==> src/rtl/csel_pkg.sv <==
package csel_pkg;
  localparam int ADDR_W   = 20;
  localparam int CFG_W    = 16;
  localparam int N_MID    = 4;
  localparam int QB       = $clog2(N_MID);
  localparam int MID_LO   = 13;
  localparam int MB       = ADDR_W - MID_LO;
  localparam int MID_MAXC = ADDR_W - 1 - MID_LO;
  localparam int CODE_W   = $clog2(MID_MAXC + 1);
  localparam int N_PER    = 7;
  localparam int LAT_N    = 2;
  localparam int PER_BLK  = 7;
  localparam int PER_AL   = 10;
  localparam int IDX_W    = PER_AL - PER_BLK;
  localparam int IO_W     = 16;

  typedef struct packed {
    logic [MB-1:0]     base;
    logic [CODE_W-1:0] code;
  } mid_cfg_t;

  typedef struct packed {
    logic [ADDR_W-PER_AL-1:0] base;
    logic                     in_mem;
  } per_cfg_t;

  function automatic int mid_clamp(input logic [CODE_W-1:0] code);
    return (int'(code) > MID_MAXC) ? MID_MAXC : int'(code);
  endfunction

  function automatic logic mid_region(input logic [ADDR_W-1:0] a, input mid_cfg_t c);
    logic [MB-1:0] mask;
    mask = {MB{1'b1}} << mid_clamp(c.code);
    return ((a[ADDR_W-1:MID_LO] ^ c.base) & mask) == '0;
  endfunction

  function automatic logic [QB-1:0] mid_quarter(input logic [ADDR_W-1:0] a, input mid_cfg_t c);
    logic [ADDR_W-1:0] sh;
    sh = a >> (MID_LO - QB + mid_clamp(c.code));
    return sh[QB-1:0];
  endfunction

  function automatic logic per_match(input logic [ADDR_W-1:0] a, input logic is_mem,
                                     input per_cfg_t c);
    if (c.in_mem) return is_mem && (a[ADDR_W-1:PER_AL] == c.base);
    return !is_mem && (a[IO_W-1:PER_AL] == c.base[IO_W-PER_AL-1:0]);
  endfunction
endpackage

==> src/rtl/csel_cfg_regs.sv <==
module csel_cfg_regs
  import csel_pkg::*;
(
  input  logic             clk,
  input  logic             rst,
  input  logic             we,
  input  logic [1:0]       sel,
  input  logic [CFG_W-1:0] wdata,
  output mid_cfg_t         mid_cfg,
  output logic             mid_ok,
  output per_cfg_t         per_cfg,
  output logic             per_ok,
  output logic [LAT_N-1:0] lat_mode
);
  logic unused_wbits;
  assign unused_wbits = ^{wdata[CFG_W-2:11], wdata[7]};

  always_ff @(posedge clk) begin
    if (rst) begin
      mid_cfg  <= '0;
      mid_ok   <= 1'b0;
      per_cfg  <= '0;
      per_ok   <= 1'b0;
      lat_mode <= '0;
    end else if (we) begin
      case (sel)
        2'd0: begin
          mid_cfg.base <= wdata[MB-1:0];
          mid_cfg.code <= wdata[8 +: CODE_W];
          mid_ok       <= 1'b1;
        end
        2'd1: begin
          per_cfg.base   <= wdata[ADDR_W-PER_AL-1:0];
          per_cfg.in_mem <= wdata[CFG_W-1];
          per_ok         <= 1'b1;
        end
        2'd2: lat_mode <= wdata[LAT_N-1:0];
        default: ;
      endcase
    end
  end
endmodule

==> src/rtl/csel_mid_dec.sv <==
module csel_mid_dec
  import csel_pkg::*;
(
  input  logic [ADDR_W-1:0] addr,
  input  logic              mem_cyc,
  input  mid_cfg_t          cfg,
  input  logic              ok,
  output logic [N_MID-1:0]  hit
);
  logic          in_win;
  logic [QB-1:0] quarter;

  assign in_win  = ok && mem_cyc && mid_region(addr, cfg);
  assign quarter = mid_quarter(addr, cfg);

  for (genvar i = 0; i < N_MID; i++) begin : g_q
    assign hit[i] = in_win && (quarter == QB'(i));
  end
endmodule

==> src/rtl/csel_per_dec.sv <==
module csel_per_dec
  import csel_pkg::*;
(
  input  logic [ADDR_W-1:0] addr,
  input  logic              mem_cyc,
  input  per_cfg_t          cfg,
  input  logic              ok,
  output logic [N_PER-1:0]  hit
);
  logic             in_area;
  logic [IDX_W-1:0] idx;

  assign in_area = ok && per_match(addr, mem_cyc, cfg);
  assign idx     = addr[PER_AL-1:PER_BLK];

  for (genvar i = 0; i < N_PER; i++) begin : g_p
    assign hit[i] = in_area && (idx == IDX_W'(i));
  end
endmodule

==> src/rtl/csel_decoder.sv <==
module csel_decoder
  import csel_pkg::*;
(
  input  logic              clk,
  input  logic              rst,
  input  logic              strap_a_n,
  input  logic              strap_b_n,
  input  logic [ADDR_W-1:0] addr,
  input  logic              ale,
  input  logic              mem_cyc,
  input  logic              hlda,
  input  logic              cfg_we,
  input  logic [1:0]        cfg_sel,
  input  logic [CFG_W-1:0]  cfg_wdata,
  output logic [N_MID-1:0]  mcs_n,
  output logic [N_PER-1:0]  pcs_n,
  output logic              pads_oe
);
  localparam int PLAIN_N = N_PER - LAT_N;

  mid_cfg_t         mid_cfg;
  per_cfg_t         per_cfg;
  logic             mid_ok, per_ok;
  logic [LAT_N-1:0] lat_mode;
  logic [N_MID-1:0] mid_hit;
  logic [N_PER-1:0] per_hit;
  logic [N_MID-1:0] mcs_q;
  logic [N_PER-1:0] pcs_q;
  logic [LAT_N-1:0] lat_q;
  logic             test_mode;
  logic             strobe;
  logic             unused_a0;

  assign unused_a0 = addr[0];
  assign strobe    = ale && !hlda;

  csel_cfg_regs u_regs (
    .clk(clk), .rst(rst), .we(cfg_we), .sel(cfg_sel), .wdata(cfg_wdata),
    .mid_cfg(mid_cfg), .mid_ok(mid_ok), .per_cfg(per_cfg), .per_ok(per_ok),
    .lat_mode(lat_mode)
  );

  csel_mid_dec u_mid (
    .addr(addr), .mem_cyc(mem_cyc), .cfg(mid_cfg), .ok(mid_ok), .hit(mid_hit)
  );

  csel_per_dec u_per (
    .addr(addr), .mem_cyc(mem_cyc), .cfg(per_cfg), .ok(per_ok), .hit(per_hit)
  );

  always_ff @(posedge clk) begin
    if (rst) begin
      mcs_q     <= '1;
      pcs_q     <= '1;
      lat_q     <= '0;
      test_mode <= !strap_a_n && !strap_b_n;
    end else if (hlda) begin
      mcs_q <= '1;
      pcs_q <= '1;
    end else if (strobe) begin
      mcs_q <= ~mid_hit;
      pcs_q <= ~per_hit;
      lat_q <= addr[LAT_N:1];
    end
  end

  assign mcs_n   = mcs_q;
  assign pads_oe = !test_mode;
  assign pcs_n[PLAIN_N-1:0] = pcs_q[PLAIN_N-1:0];

  for (genvar g = 0; g < LAT_N; g++) begin : g_lat
    assign pcs_n[PLAIN_N+g] = lat_mode[g] ? lat_q[g] : pcs_q[PLAIN_N+g];
  end
endmodule

==> config.mk <==
export PLATFORM = sky130hd
export DESIGN_NAME = csel_decoder
export DESIGN_NICKNAME = d
export VERILOG_FILES = /design/src/rtl/csel_pkg.sv /design/src/rtl/csel_cfg_regs.sv /design/src/rtl/csel_mid_dec.sv /design/src/rtl/csel_per_dec.sv /design/src/rtl/csel_decoder.sv
export SDC_FILE = /design/constraint.sdc
export NUM_CORES = 1
export LEC_CHECK = 0
export BUFFER_PORTS_ARGS = -buffer_cell sky130_fd_sc_hd__buf_2
export CAP_MARGIN = 20
export CORE_MARGIN = 2
export CORE_UTILIZATION = 35
export DETAILED_ROUTE_END_ITERATION = 8
export GPL_ROUTABILITY_DRIVEN = 0
export HOLD_SLACK_MARGIN = 0.02
export PLACE_DENSITY = 0.6
export SETUP_SLACK_MARGIN = 0.3
export SLEW_MARGIN = 20
export SYNTH_ARGS = -nofsm -noshare
export SYNTH_HDL_FRONTEND = slang
export SYNTH_SLANG_ARGS = --single-unit
export TNS_END_PERCENT = 1
==> constraint.sdc <==
create_clock -name clk -period 2.35 [get_ports clk]
set_input_delay 0.235 -clock clk [delete_from_list [all_inputs] [get_ports clk]]
set_output_delay 0.235 -clock clk [all_outputs]
set_load 0.005 [all_outputs]
# After elaboration in Yosys (flattened, before gate mapping)
# Cells that the tools add are included.
# W data, S select, Z words.
[word_totals] regBits=39 latchBits=0 ramBits=0 rom_bits=0 inputBits=46 out_inout_bits=12 elab_cells=71 mem_count=0
[op_classes] add_sub_neg=1 multipliers=0 div=0 order_cmp=1 eq_ne=13 n_shift=2 mux=6 n_bitwise=5 reduce_logical=32
[op_table] op="$add A5 B32 Y32 const A" n=1
[op_table] op="$shr A20 B32 Y2" n=1
[op_table] op="$logic_and A1 B1 Y1" n=18
[op_table] op="$eq A10 B10 Y1" n=1
[op_table] op="$eq A3 B3 Y1 const B" n=3
[op_table] op="$reduce_and A2 Y1" n=4
[op_table] op="$and A7 B7 Y7" n=1
[op_table] op="$logic_not A7 Y1" n=1
[op_table] op="$not A7 Y7" n=1
[op_table] op="$shl A7 B3 Y7 const A" n=1
[op_table] op="$xor A7 B7 Y7" n=1
[op_table] op="$eq A2 B2 Y1 const B" n=3
[op_table] op="$eq A3 B2 Y1 const B" n=2
[op_table] op="$eq A6 B6 Y1" n=1
[op_table] op="$logic_not A1 Y1" n=5
[op_table] op="$mux W1" n=5
[op_table] op="$eq A2 B1 Y1 const B" n=2
[op_table] op="$logic_not A2 Y1" n=2
[op_table] op="$not A4 Y4" n=1
[op_table] op="$eq A3 B1 Y1 const B" n=1
[op_table] op="$gt A3 B3 Y1 const B" n=1
[op_table] op="$logic_not A3 Y1" n=1
[op_table] op="$mux W3" n=1
[op_table] op="$reduce_or A2 Y1" n=1
[op_table] op="$not A1 Y1" n=1

# Logic depth before layout (Yosys ltp)
# Gate-level depths: netlist (run 1).
[logic_depth] word_depth=8 depth_mapped=9 depth_no_buf=8

# Cells and area by module
# A second synthesis (run 1) with hierarchy kept.
[unflattened] cells_unflattened=224 hier_area_um2=2184.6
[modules_own_cells] mod="csel_cfg_regs" n_inst=1 cells_each=98 area_per_inst_um2=1044.8 seq_area_each_um2=500.5
[modules_own_cells] mod="csel_decoder" n_inst=1 cells_each=67 area_per_inst_um2=609.3 seq_area_each_um2=290.3
[modules_own_cells] mod="csel_mid_dec" n_inst=1 cells_each=31 area_per_inst_um2=302.8 seq_area_each_um2=0.0
[modules_own_cells] mod="csel_per_dec" n_inst=1 cells_each=28 area_per_inst_um2=227.7 seq_area_each_um2=0.0

# Worst setup path after synthesis (run 1)
# OpenSTA, ideal clock, no wires.
[synth_path] path_type="reg2reg" start="register, netlist name u_regs.mid_cfg[0]" end="register mcs_q[0] (netlist: mcs_n[0])" setup_ns=0.122 t_arrival_ns=2.253 required_time_ns=2.228 setup_slack_ns=-0.025 stages_incl_launch_ff=9 path_buffers=2 synth_period_minus_slack_ns=2.375 cell_sequence="dfxtp_1 -> a21boi_2 -> buf_6 -> ha_1 -> buf_4 -> mux4_1 -> a32oi_1 -> nand3_1 -> o32a_1"
[synth_between] elab_chain_cells=8 elab_cells_between_ends=11 classes_between="1 x add/sub; 1 x order compare; 2 x shift; 1 x mux; 2 x bitwise; 4 x reduce/logical"
[synth_rtl] item="$gt A3 B3 Y1" line_no="csel_pkg.sv:28" source="return (int'(code) > MID_MAXC) ? MID_MAXC : int'(code);"
[synth_rtl] item="$mux W3 (*)" line_no="csel_pkg.sv:28"
[synth_rtl] item="parallel branches: the longest is 4 deep, another holds $add A5 B32 Y32"
[synth_rtl] item="$logic_and A1 B1 Y1 (*)" line_no="csel_mid_dec.sv:17" source="assign hit[i] = in_win && (quarter == QB'(i));"
[synth_rtl] item="$not A4 Y4 (*)" line_no="csel_decoder.sv:61" source="mcs_q <= ~mid_hit;"
[synth_rtl] item="end signal, assigned" line_no="csel_decoder.sv:61"
[synth_rtl] item="end, declared" line_no="csel_decoder.sv:27" source="logic [N_MID-1:0] mcs_q;"
# Mark *: on every way between the ends.
# A chain may end at the register's enable or synchronous reset.

# Worst setup path in the final report (run 1)
[layout_path] start="register, netlist name u_regs.mid_cfg[0]" end="register mcs_q[0] (netlist: mcs_n[0])"
[layout_between] elab_chain_cells=8 elab_cells_between_ends=11 classes_between="1 x add/sub; 1 x order compare; 2 x shift; 1 x mux; 2 x bitwise; 4 x reduce/logical"
[layout_rtl] item="$gt A3 B3 Y1" line_no="csel_pkg.sv:28"
[layout_rtl] item="$mux W3 (*)" line_no="csel_pkg.sv:28"
[layout_rtl] item="parallel branches: the longest is 4 deep, another holds $add A5 B32 Y32"
[layout_rtl] item="$logic_and A1 B1 Y1 (*)" line_no="csel_mid_dec.sv:17"
[layout_rtl] item="$not A4 Y4 (*)" line_no="csel_decoder.sv:61"
# Marks and branches as above.

==> results of run 1 <==
## layer usage
layer / GRT usage / vias up / part of all wire
met2: 0.245 / 50 / 0.45
met1: 0.201 / 804 / 0.48
met5: 0 / - / 0
met3: 0.0363 / 4 / 0.061
met4: 0.0667 / 0 / 0.012
li1: - / 884 / -
## logic make-up after synthesis
logic type                 count (synthesis)  share of synthesized area
DFF                                       39                      0.374
muxes                                     37                      0.242
AOI/OAI and AO/OA                         26                     0.0798
and+or+nand+nor                           77                      0.171
xor gates and xnor gates                  17                     0.0703
buffers and inverters                     20                     0.0520
adders and majority gates                  2                     0.0118
## power breakdown
group          leakage, nW  switching (mW)  internal [mW]
combinational        0.774           0.110          0.119
sequential           0.320          0.0133          0.681
clock               0.0422           0.218          0.208
total                 1.14           0.341           1.01
## synthesized netlist by cell type
library cell,count,area (um2)
a21boi_2,1,11.3
a21oi_1,6,30.0
a31oi_1,2,12.5
a32oi_1,3,26.3
a41o_1,1,10.0
and2b_1,2,15.0
and3_1,6,37.5
buf_1,1,3.75
buf_2,1,5.00
buf_4,7,52.6
buf_6,1,11.3
clkbuf_1,5,18.8
dfxtp_1,38,761
edfxtp_1,1,30.0
ha_1,2,25.0
inv_1,5,18.8
mux2_2,2,22.5
mux2i_1,26,260
mux4_1,7,184
mux4_2,2,45.0
nand2_1,5,18.8
nand2b_1,1,6.26
nand3_1,2,10.0
nand3b_1,2,15.0
nand4_1,3,18.8
nor2_1,43,161
nor2b_1,3,18.8
nor3_1,5,25.0
nor3b_1,3,22.5
o2111ai_1,1,8.76
o21ai_0,9,45.0
o22a_1,1,8.76
o22ai_1,1,6.26
o32a_1,1,10.0
or2_2,1,6.26
or3_1,1,6.26
xnor2_1,8,70.1
xor2_1,9,78.8
## layout make-up
cell class	instances	area, um2	share of cell area
Multi-Input combinational cell	159	1240	0.476
Sequential cell	39	800	0.306
Timing Repair Buffer	67	374	0.143
Tap cell	75	93.8	0.0360
Clock buffer	7	76.3	0.0292
Inverter	5	18.8	0.00719
Clock inverter	1	5.00	0.00192
## flip-flops by register name, summed over array words and instances (netlist names)
register	count
u_regs.mid_ok	1
u_regs.lat_mode	2
pcs_q	7
test_mode	1
u_regs.mid_cfg	10
lat_q	2
u_regs.per_ok	1
mcs_n	4
u_regs.per_cfg	11
## final timing paths
check | from | endpoint | slack (ns) | cells past startpoint
worst min register to register | u_regs.per_ok | u_regs.per_ok | 0.45 | 2
worst max register to register | u_regs.mid_cfg[0] | mcs_n[0] | 0.26 | 6
worst max-delay path | u_regs.mid_cfg[0] | mcs_n[0] | 0.26 | 6
worst min-delay path | cfg_wdata[7] | u_regs.per_cfg[8] | 0.18 | 3
## worst register-to-register path, delay by kind of cell (launching register included)
kind	cells	cell delay [ns]
AOI/OAI and AO/OA	3	0.67
muxes	1	0.51
DFF	1	0.34
adders and majority gates	1	0.32
and+or+nand+nor	1	0.13
## cells in the final DEF (no fill, tap or decap), drive strengths merged, types with 2 or more instances in the layout
master  instances
ha              2
dfxtp          38
a32oi           3
nand3b          2
inv             5
and2b           2
mux4            9
xnor2           8
nor2b           3
and3            6
nor3b           3
mux2i          26
nor2           43
nand4           3
buf            67
o21ai           9
nand3           2
clkbuf          7
nor3            5
a21oi           6
nand2           5
xor2            9
a31oi           2
mux2            2
## timing repair
item | 4_1_cts | 5_1_grt
endpoints found under the setup margin | 4 | 4
pin swaps | 6 | 0
endpoints found under the hold margin | 0 | 0
gates resized for setup | 4 | 0
setup buffers | 7 | 0
## stage by stage
stage | util | std cells | area, um2 | hold WS [ns]
final | 0.443 | 353 | 2610 | 0.179
after global routing | 0.443 | 353 | 2610 | 0.174
after CTS | 0.443 | 353 | 2610 | 0.176
after detailed placement | 0.417 | 338 | 2450 | 0.438
after global placement | 0.417 | 338 | 2450 | 0.434
after floorplan | - | 218 | 2130 | 0.347
==> reports/qor.txt, run 1 <==
Status - finished clean
Cells after Synth - 218
Detailed placer's ending HPWL - 3.73 mm
WL/cell - 13.7 um
Worst slack, placed - 0.121 ns
CTS tree - yes
Worst path slowest cell - mux4_2
Total track usage - 0.155
Area delta synth->final - 23.3%
Die Ht - 81.8 um
Ys Warns - 0
Vias in the first global route - 1640
Initial antenna violation count - 0
Overall die width - 81.8 um
First-pass GRT wire length - 7.73 mm
Slew HR - 0.698
Clock Path Buffers - 2
Hold buffers post-CTS - 0
Setup slack after layout - 0.257 ns
Pwr Total - 1.35 mW
Final hold viol count - 0
Unrepaired setup endpoints after global routing - yes
FMAX - 0.478 GHz
Critical Path AT - 2.27 ns
First-pass iteration count of the detailed router - 4
Row Count - 28
Final WL - 4.82 mm
Critical path class - flop to flop
CP max FO - 7
Initial core utilization - 0.360
Routed via count - 1742
Final setup viols - 0
Antenna viol nets, final - 0
Least-Margin Pin Slew - 0.448 ns
Mean Syn Cell Area - 9.71 um2
Startpoint types - flop
Mapped Area - 2120 um2
Post-synthesis sequential area ratio - 0.374
H-tree depth - 2
Buffers on Ports - 53
Tmin final - 2.09 ns
Io pins - 58
Full die area - 6690 um2
Yosys reg bits - 39
Bufs and invs on worst path - 0
CORE AREA - 5890 um2
Cell Pwr Density - 517 nW/um2
CTS buffer count - 5
Maxcap violations - 0
IR drop worst, VDD - 244 uV
Final Slew Violations - 0
Clk root buf - clkbuf_8
Syn Nets - 266
CP Cell Sequence - a21boi_4 -> ha_4 -> mux4_2 -> a32oi_1 -> nand3_1 -> o32a_1
Slowest stage delay, CP - 0.51 ns
DRT iter0 DRCs - 82
# DRC - 0
Skew final - 0.00374 ns
Final Cycle Share - 0.891
Drt via density - 4.93
LEAKAGE - 1.14 nW
Diode count - 0
CTS clk-pin slew, worst paths - 0.07 ns
NumNets Final - 325
Total gr overflow - 0
Setup crit end kind - flop
Synth cell types - 38
Largest net degree at the start of global routing - 30
Layout fillers - 592
Worst-Skew Late Latency - 0.28 ns
Setup TNS - 0 ns
Critical path's top delay family - compound AO/OA/AOI/OAI gates
Clk sinks - 39
WP data required - 2.52 ns
Share of cells above drive strength 1 - 0.317
HP Class - input pin to flop
Note: power is estimated with default switching activity, not from simulation.
==> inputs of run 2 (changes only) <==
--- a/config.mk
+++ b/config.mk
@@ -11,6 +11,7 @@
 export CORE_UTILIZATION = 35
 export DETAILED_ROUTE_END_ITERATION = 8
 export GPL_ROUTABILITY_DRIVEN = 0
+export GPL_TIMING_DRIVEN = 0
 export HOLD_SLACK_MARGIN = 0.02
 export PLACE_DENSITY = 0.6
 export SETUP_SLACK_MARGIN = 0.3
==> run 2 against run 1 <==
Worst hold slack worse by 0.013 ns. Sequential share of layout area is 1.3 points lower. Cell area is 4.3% higher. Via count is 4.5% higher. Setup slack worse by 0.14 ns. Largest cell class unchanged. Highest routed layer unchanged.
==> reports/qor.txt, run 2 (same netlist as run 1, synthesis figures left out) <==
DRT iter0 DRCs - 123 (+50%)
Max reg flops - 11 (unchanged)
Full die area - 6690 um2 (unchanged)
Share of total power in the clock network - 0.347 (+0.031)
Clk root buf - clkbuf_8
Buffers on Ports - 53 (unchanged)
Final hold viol count - 0 (unchanged)
Worst-Skew Late Latency - 0.29 ns (about the same)
CTS tree - yes
Bufs and invs on worst path - 2 (+2)
Io pins - 58 (unchanged)
Overall die width - 81.8 um (unchanged)
# DRC - 0 (unchanged)
NumNets Final - 336 (+3.4%)
Comb power frac - 0.172 (+0.002)
Drt via density - 5.00 (+1.3%)
Area delta synth->final - 28.5%
Critical path's top delay family - compound AO/OA/AOI/OAI gates
Maxcap violations - 0 (unchanged)
Diode count - 0 (unchanged)
Initial core utilization - 0.360 (unchanged)
CORE AREA - 5890 um2 (unchanged)
Routed met2 length - 2.51 mm (+16%)
Switch Pwr - 0.363 mW (+6.5%)
Critical path class - flop to flop
CP max FO - 5 (-2)
H-tree depth - 2 (unchanged)
Startpoint types - flop
Status - finished clean
Sequential Area - 800 um2 (unchanged)
Top layer in use - met4
Cell Pwr Density - 529 nW/um2 (+2.4%)
Row Count - 28 (unchanged)
Total gr overflow - 0 (unchanged)
Detailed placer's ending HPWL - 3.94 mm (+5.7%)
Setup TNS - 0 ns (unchanged)
Slowest stage delay, CP - 0.51 ns (about the same)
Tmin final - 2.23 ns (+0.140 ns)
First-pass GRT wire length - 8.44 mm (+9.2%)
Most common cell after layout, fill and taps aside - buf_2
Clock Path Buffers - 2 (unchanged)
Initial antenna violation count - 0 (unchanged)
Post-route insts no fill - 364 (+3.1%)
Unrepaired setup endpoints after global routing - yes
Sequential Power Share - 0.481 (-0.033)
CTS clk-pin slew, worst paths - 0.08 ns (about the same)
FMAX - 0.448 GHz (-6.3%)
CP Cell Sequence - a21boi_4 -> buf_8 -> ha_4 -> buf_8 -> mux4_2 -> a32oi_1 -> nand3_1 -> o32a_1
Final core occ - 0.462 (+0.0189)
WP data required - 2.53 ns (about the same)
Skew final - 0.00381 ns (+0.0000691 ns)
Commonest cells after routing, fill and taps aside - buf_2, nor2_1, dfxtp_1
Total track usage - 0.171 (+0.0165)
Largest net degree at the start of global routing - 13 (-57%)
Area of the multi-input gates - 1240 um2 (-0.40%)
Regs by FF count - u_regs.per_cfg x11, u_regs.mid_cfg x10, pcs_q x7
First-pass iteration count of the detailed router - 4 (unchanged)
Biggest register - u_regs.per_cfg
Slew HR - 0.486 (-0.213)
P_int - 1.08 mW (+6.9%)
Pwr Total - 1.44 mW (+6.8%)
Sw Ratio - 0.252 (-0.000595)
Clk sinks - 39 (unchanged)
Share of cells above drive strength 1 - 0.325 (+0.00871)
Routed via count - 1820 (+4.5%)
Final setup viols - 0 (unchanged)
Final Cycle Share - 0.950 (+0.0596)
Final Slew Violations - 0 (unchanged)
DP Cell Count - 346 (+2.4%)
CTS buffer count - 5 (unchanged)
Layout fillers - 603 (+1.9%)
Worst path slowest cell - mux4_2
Setup crit end kind - flop
Final WL - 5.32 mm (+10%)
WL/cell - 14.6 um (+7.1%)
HP Class - input pin to flop
Detailed route wirelength on metal3 - 257 um (-12%)
IR drop worst, VDD - 187 uV (-23%)
Met1 Routed Length - 2.49 mm (+8.1%)
Critical Path AT - 2.41 ns (+0.14 ns)
LEAKAGE - 1.19 nW (+4.4%)
Die Ht - 81.8 um (unchanged)
CP most frequent cell - buf_8
Antenna viol nets, final - 0 (unchanged)
Least-Margin Pin Slew - 0.772 ns (+0.324 ns)
Vias in the first global route - 1685 (+2.7%)
==> run 2: changes by cell type in the layout (fill, tap and decap cells not counted), sizes merged <==
cell      change
buf           +5
clkinvlp      +1
clkbuf        +5
clkinv        -1
bufbuf        +1
==> run 2: area by class of cell <==
type,count,area share
plain buffers,15,0.0377
clock buffers,7,0.0354
clock inverters,1,0.00276
inverters,5,0.00690
multi-input cells,159,0.455
flip-flops and latches,39,0.294
well taps,75,0.0345
repair buffers,63,0.134
==> run 2: final timing paths <==
check	cells past startpoint	start	endpoint	slack, ns
hold reg to reg	2	u_regs.per_ok	u_regs.per_ok	0.45
hold / removal	1	rst	test_mode	0.17
setup / recovery	8	u_regs.mid_cfg[0]	mcs_n[0]	0.12
setup reg to reg	8	u_regs.mid_cfg[0]	mcs_n[0]	0.12
==> run 2: power by group through the flow <==
| stage | clock network, mW | logic, mW | registers [mW] |
|---|---|---|---|
| after floorplan | 0 | 0.132 | 0.707 |
| after global placement | 0 | 0.214 | 0.710 |
| after detailed placement | 0 | 0.216 | 0.710 |
| after CTS | 0.518 | 0.246 | 0.692 |
| after global routing | 0.557 | 0.272 | 0.695 |
| final | 0.500 | 0.248 | 0.692 |
==> run 2: metal layers <==
metal | GRT usage | up-vias
met5 | 0 | -
met4 | 0.0600 | 0
met3 | 0.0374 | 4
met2 | 0.288 | 46
met1 | 0.216 | 861
li1 | - | 909
==> run 2: repair_timing <==
| action | CTS | global route |
|---|---|---|
| pin swaps | 5 | 3 |
| gates cloned | 1 | 0 |
| setup endpoints to repair | 4 | 4 |
| hold buffers | 0 | 0 |
| buffers inserted | 9 | 0 |
| resized for setup | 4 | 1 |
==> run 2: per-stage QoR <==
stage | cell area (um2) | setup slack, ns | hold WS (ns)
after CTS | 2710 | 0.120 | 0.156
after global placement | 2490 | -0.0703 | 0.433
final | 2720 | 0.117 | 0.166
after floorplan | 2130 | 0.0931 | 0.347
after global routing | 2720 | 0.00854 | 0.161
after detailed placement | 2490 | -0.0756 | 0.443
